## src/rtl/wake_reg_pkg.sv

```systemverilog
package wake_reg_pkg;

    typedef enum logic {
        GRP_HS = 1'b0,
        GRP_SS = 1'b1
    } port_grp_e;

    // Lowest bit of a group's event field.
    function automatic int unsigned evt_lsb(port_grp_e grp, int unsigned n_hs);
        return (grp == GRP_HS) ? 0 : n_hs;
    endfunction

    // Lowest bit of a group's enable field; enables follow all event bits.
    function automatic int unsigned ie_lsb(port_grp_e grp, int unsigned n_hs,
                                           int unsigned n_ss);
        return (grp == GRP_HS) ? (n_hs + n_ss) : (2 * n_hs + n_ss);
    endfunction

endpackage

```

## src/rtl/wake_port_group.sv

```systemverilog
module wake_port_group #(
    parameter int unsigned N = 4
) (
    input  logic         clk,
    input  logic         rst_n,
    input  logic         wr_en,
    input  logic [N-1:0] wr_evt,
    input  logic [N-1:0] wr_ie,
    input  logic [N-1:0] pulse,
    output logic [N-1:0] evt_o,
    output logic [N-1:0] ie_o,
    output logic [N-1:0] remote_o,
    output logic         any_o
);

    typedef struct packed {
        logic [N-1:0] evt;
        logic [N-1:0] ie;
    } grp_state_t;

    grp_state_t st_d, st_q;
    logic [N-1:0] clr_mask;

    always_comb begin
        st_d     = st_q;
        clr_mask = wr_en ? wr_evt : '0;
        // A pulse in the same cycle as a clear leaves the bit set.
        st_d.evt = (st_q.evt & ~clr_mask) | pulse;
        if (wr_en) begin
            st_d.ie = wr_ie;
        end
    end

    always_ff @(posedge clk) begin
        if (!rst_n) begin
            st_q <= '0;
        end else begin
            st_q <= st_d;
        end
    end

    for (genvar p = 0; p < N; p++) begin : g_port
        assign remote_o[p] = st_q.evt[p] & st_q.ie[p];
    end

    assign evt_o = st_q.evt;
    assign ie_o  = st_q.ie;
    assign any_o = |remote_o;

endmodule

```

## src/rtl/wake_evt_reg.sv

```systemverilog
module wake_evt_reg
    import wake_reg_pkg::*;
#(
    parameter  int unsigned N_HS  = 4,
    parameter  int unsigned N_SS  = 4,
    localparam int unsigned REG_W = 2 * (N_HS + N_SS)
) (
    input  logic             clk,
    input  logic             rst_n,
    input  logic             wr_en,
    input  logic [REG_W-1:0] wr_data,
    output logic [REG_W-1:0] rd_data,
    input  logic [N_HS-1:0]  hs_wake_pulse,
    input  logic [N_SS-1:0]  ss_wake_pulse,
    output logic [N_HS-1:0]  hs_remote_wake,
    output logic [N_SS-1:0]  ss_remote_wake,
    output logic             wake_irq
);

    localparam int unsigned HS_EVT = evt_lsb(GRP_HS, N_HS);
    localparam int unsigned SS_EVT = evt_lsb(GRP_SS, N_HS);
    localparam int unsigned HS_IE  = ie_lsb(GRP_HS, N_HS, N_SS);
    localparam int unsigned SS_IE  = ie_lsb(GRP_SS, N_HS, N_SS);

    logic [N_HS-1:0] hs_evt, hs_ie;
    logic [N_SS-1:0] ss_evt, ss_ie;
    logic            hs_any, ss_any;

    wake_port_group #(.N(N_HS)) i_hs_grp (
        .clk      (clk),
        .rst_n    (rst_n),
        .wr_en    (wr_en),
        .wr_evt   (wr_data[HS_EVT +: N_HS]),
        .wr_ie    (wr_data[HS_IE +: N_HS]),
        .pulse    (hs_wake_pulse),
        .evt_o    (hs_evt),
        .ie_o     (hs_ie),
        .remote_o (hs_remote_wake),
        .any_o    (hs_any)
    );

    wake_port_group #(.N(N_SS)) i_ss_grp (
        .clk      (clk),
        .rst_n    (rst_n),
        .wr_en    (wr_en),
        .wr_evt   (wr_data[SS_EVT +: N_SS]),
        .wr_ie    (wr_data[SS_IE +: N_SS]),
        .pulse    (ss_wake_pulse),
        .evt_o    (ss_evt),
        .ie_o     (ss_ie),
        .remote_o (ss_remote_wake),
        .any_o    (ss_any)
    );

    always_comb begin
        rd_data                  = '0;
        rd_data[HS_EVT +: N_HS]  = hs_evt;
        rd_data[SS_EVT +: N_SS]  = ss_evt;
        rd_data[HS_IE +: N_HS]   = hs_ie;
        rd_data[SS_IE +: N_SS]   = ss_ie;
    end

    assign wake_irq = hs_any | ss_any;

endmodule

```

## config.mk

```make
export PLATFORM = sky130hd
export DESIGN_NAME = wake_evt_reg
export DESIGN_NICKNAME = d
export VERILOG_FILES = /design/src/rtl/wake_reg_pkg.sv /design/src/rtl/wake_port_group.sv /design/src/rtl/wake_evt_reg.sv
export SDC_FILE = /design/constraint.sdc
export NUM_CORES = 1
export LEC_CHECK = 0
export ABC_CLOCK_PERIOD_IN_PS = 1900
export BUFFER_PORTS_ARGS = -buffer_cell sky130_fd_sc_hd__buf_2
export CAP_MARGIN = 15
export CORE_MARGIN = 4
export CORE_UTILIZATION = 37
export CTS_CLUSTER_SIZE = 10
export DETAILED_ROUTE_END_ITERATION = 6
export GPL_TIMING_DRIVEN = 0
export PLACE_DENSITY = 0.76
export SLEW_MARGIN = 0
export SYNTH_ARGS = -nofsm -noshare
export SYNTH_HDL_FRONTEND = slang
export SYNTH_SLANG_ARGS = --single-unit
```

## constraint.sdc

```tcl
create_clock -name clk -period 1.9 [get_ports clk]
set_input_delay 0.19 -clock clk [delete_from_list [all_inputs] [get_ports clk]]
set_output_delay 0.19 -clock clk [all_outputs]
set_load 0.01 [all_outputs]
```

==> flow_metrics.tcl <==
set metrics [dict create \
    status "finished with violations" \
    violations "negative setup slack" \
    die_w_um 50.14 \
    vias_per_cell 4.517 \
    clock_latency_ns 0.27 \
    ios 52 \
    path_clk_slew_ns 0.08 \
    relSlewSlack_pct 78.51 \
    grt_use_total_pct 14.19 \
    fp-row-count 14 \
    drtIter0Drc 6 \
    register_area_sq_um 327.8 \
    io_buffers 50 \
    fin_worst_skew_ns 0 \
    grt_pass1_wl_um 2746 \
    cap_violations 0 \
    place_ws_ns 0.1081 \
    num_antenna_cells 0 \
    synth-seq-cells 16 \
    met2_usage_pct 21.96 \
    area_growth_syn_to_layout_pct 50.86 \
    yosysWarnings 0 \
    syn-num-nets 97 \
    rr_startpoint "i_hs_grp.evt_o[3]" \
    ys.flop_type "dfxtp_1" \
    r2r-end "i_hs_grp.evt_o[3]" \
    wl_per_cell_um 11.42 \
    use_met1_pct 17.06 \
    grt_pass1_vias 650 \
    hold_viol_final 0 \
    worstHoldEndpoint "i_hs_grp.evt_o[2]" \
    worst_slew_pin_slew_ns 0.3223 \
    drive_gt1_share_pct 53.60 \
    fp.dieArea_sq_um 2514 \
    grt_start_max_net_pins 11 \
    start_util_pct 41.21 \
    crit_slowest_cell "or4_4" \
    fin_crit_sh_pct 104.9 \
    max_stage_delay_ns 0.52 \
    startpoint_type "flop" \
    netlist_instances 70 \
    yosysTopAreaCellShare_pct 48.76 \
    seq_area_frac_synth_pct 48.76 \
    drc 0 \
    fin_util_pct 62.17 \
    ys_types 11 \
    overflow 0 \
    multi_input_area_sq_um 332.8 \
    hold_start "hs_wake_pulse[2]" \
    cts_sinks 16 \
    rrSetupSlack_ns 1.15 \
    cts_buffer_depth 2 \
    p_leak_uw 0.0005418 \
    synth_edf_count 0 \
    crit_arrival_ns 1.80 \
    placed_area_sq_um 937.1 \
    setup_viol 1 \
    vias 673 \
    drtAntennaViolNets 0 \
    ys_top_cells_by_count "dfxtp_1 (16), nor2b_1 (16), a21oi_1 (8), mux2i_1 (8), nand2_1 (8)" \
    whs_ns 0.1409 \
    netlist_area_sq_um 656.9 \
    globalplace.congestion 0.7148 \
    async_flop_share_pct 0 \
    p_per_area_nw_per_um2 676.6 \
    min_path_type "in2reg" \
    yosys-top-cells-area "dfxtp_1 (49%), nor2b_1 (15%), mux2i_1 (12%)" \
    antenna_found_initial 0 \
    cts_max_level 1 \
    gr-max-usage-layer "met2" \
    use_met3_pct 5.621 \
    fin_crit_ns 1.993 \
    fin_ws_ns -0.09258 \
    syn_area_per_cell_sq_um 9.384 \
    critical_path_class "reg2out" \
    fill_cells 150 \
    fmax_mhz 501.9 \
    core_area_sq_um 1594 \
    end_kind "primary output" \
    ff2ff_path_depth 3 \
    drt_wl_total_um 1701 \
    required_ns 1.71 \
    setup_tns_ns -0.09258 \
    yosysTopAreaCell "dfxtp_1" \
    holdPathStages 3 \
    cts-root-buf "clkbuf_4" \
    cts_buffers 3 \
    crit_path_cell_trace "and2_4 -> or4_4 -> or4_1 -> buf_2" \
    layout.nets 154 \
    drtPass1Iterations 4 \
    dpl.hpwl_um 1340 \
    report.final.slew_viol_count 0 \
    crit_path_max_fanout 2 \
    rsz0062_at_grt "yes" \
    cts_tree "built" \
    finalInstanceArea_sq_um 991.0 \
    vdd.ir_drop.worst_mv 0.4140 \
    dieHeight_um 50.14 \
]
==> through the flow <==
stage	instances	power [uW]
floorplan	70	442.6
global placement	144	504.1
detailed placement	144	508.7
CTS	149	679.3
global route	149	717.2
finish	149	670.5
==> what timing repair did <==
item / CTS / global route
setup endpoints to repair: 1 / 1
buffers inserted: 2 / 0
pin swaps: 2 / 0
resized for setup: 6 / 3
hold buffers: 0 / 0
==> area by class of cell <==
type | count | share of cell area, %
tap | 24 | 3.030
clock buffer | 3 | 2.273
multi-input combinational | 51 | 33.59
buffer | 3 | 1.263
sequential | 16 | 33.08
timing repair buffer | 52 | 26.77
==> worst max path at each step <==
stage | startpoint | endpoint | slack, ns | cells after the start
finish | i_hs_grp.evt_o[1] | wake_irq | -0.09 | 4
global route | i_hs_grp.evt_o[1] | wake_irq | -0.18 | 4
CTS | i_hs_grp.evt_o[1] | wake_irq | -0.11 | 4
detailed placement | i_hs_grp.evt_o[2] | wake_irq | 0.11 | 4
global placement | i_hs_grp.evt_o[2] | wake_irq | 0.11 | 4
floorplan | i_hs_grp.evt_o[3] | wake_irq | 0.17 | 3
==> registers in the layout, indices dropped and copies added (netlist names) <==
name,cells
i_hs_grp.evt_o,4
i_ss_grp.evt_o,4
i_hs_grp.ie_o,4
i_ss_grp.ie_o,4
==> worst max-delay path: cells and delay by family, from the launching register on <==
kind	cells	cell delay (ns)
DFF	1	0.32
and+or+nand+nor	3	1.06
buffers and inverters	1	0.15
==> report_power, final <==
| group | internal, uW | switching (uW) | leakage (uW) | total [uW] |
|---|---|---|---|---|
| clock network | 73.2 | 89.1 | 0.0000138 | 162 |
| registers | 359 | 14.3 | 0.000135 | 373 |
| logic | 73.3 | 61.5 | 0.000393 | 135 |
| total | 506 | 165 | 0.000542 | 670 |
==> cells by family (layout without fill, tap and decap cells) <==
kind of cell,count (synthesis),count (layout),synth area share [%]
and+or+nand+nor,35,35,31.05
AOI/OAI and AO/OA,8,8,6.095
DFF,16,16,48.76
buffers and inverters,3,58,1.904
muxes,8,8,12.19
==> layout by cell type (no fill, tap or decap), drive strengths merged <==
cell type  count
dfxtp         16
and2           8
or2            1
mux2i          8
or4            2
clkbuf         5
nor2b         16
buf           53
a21oi          8
nand2          8
==> per-layer routing <==
layer	vias to the layer above	part of all wire, %
met5	-	0
met4	0	0.88
met3	2	12
met2	42	43
met1	285	44
li1	344	-
No activity file was read; power rests on OpenSTA's default activity.
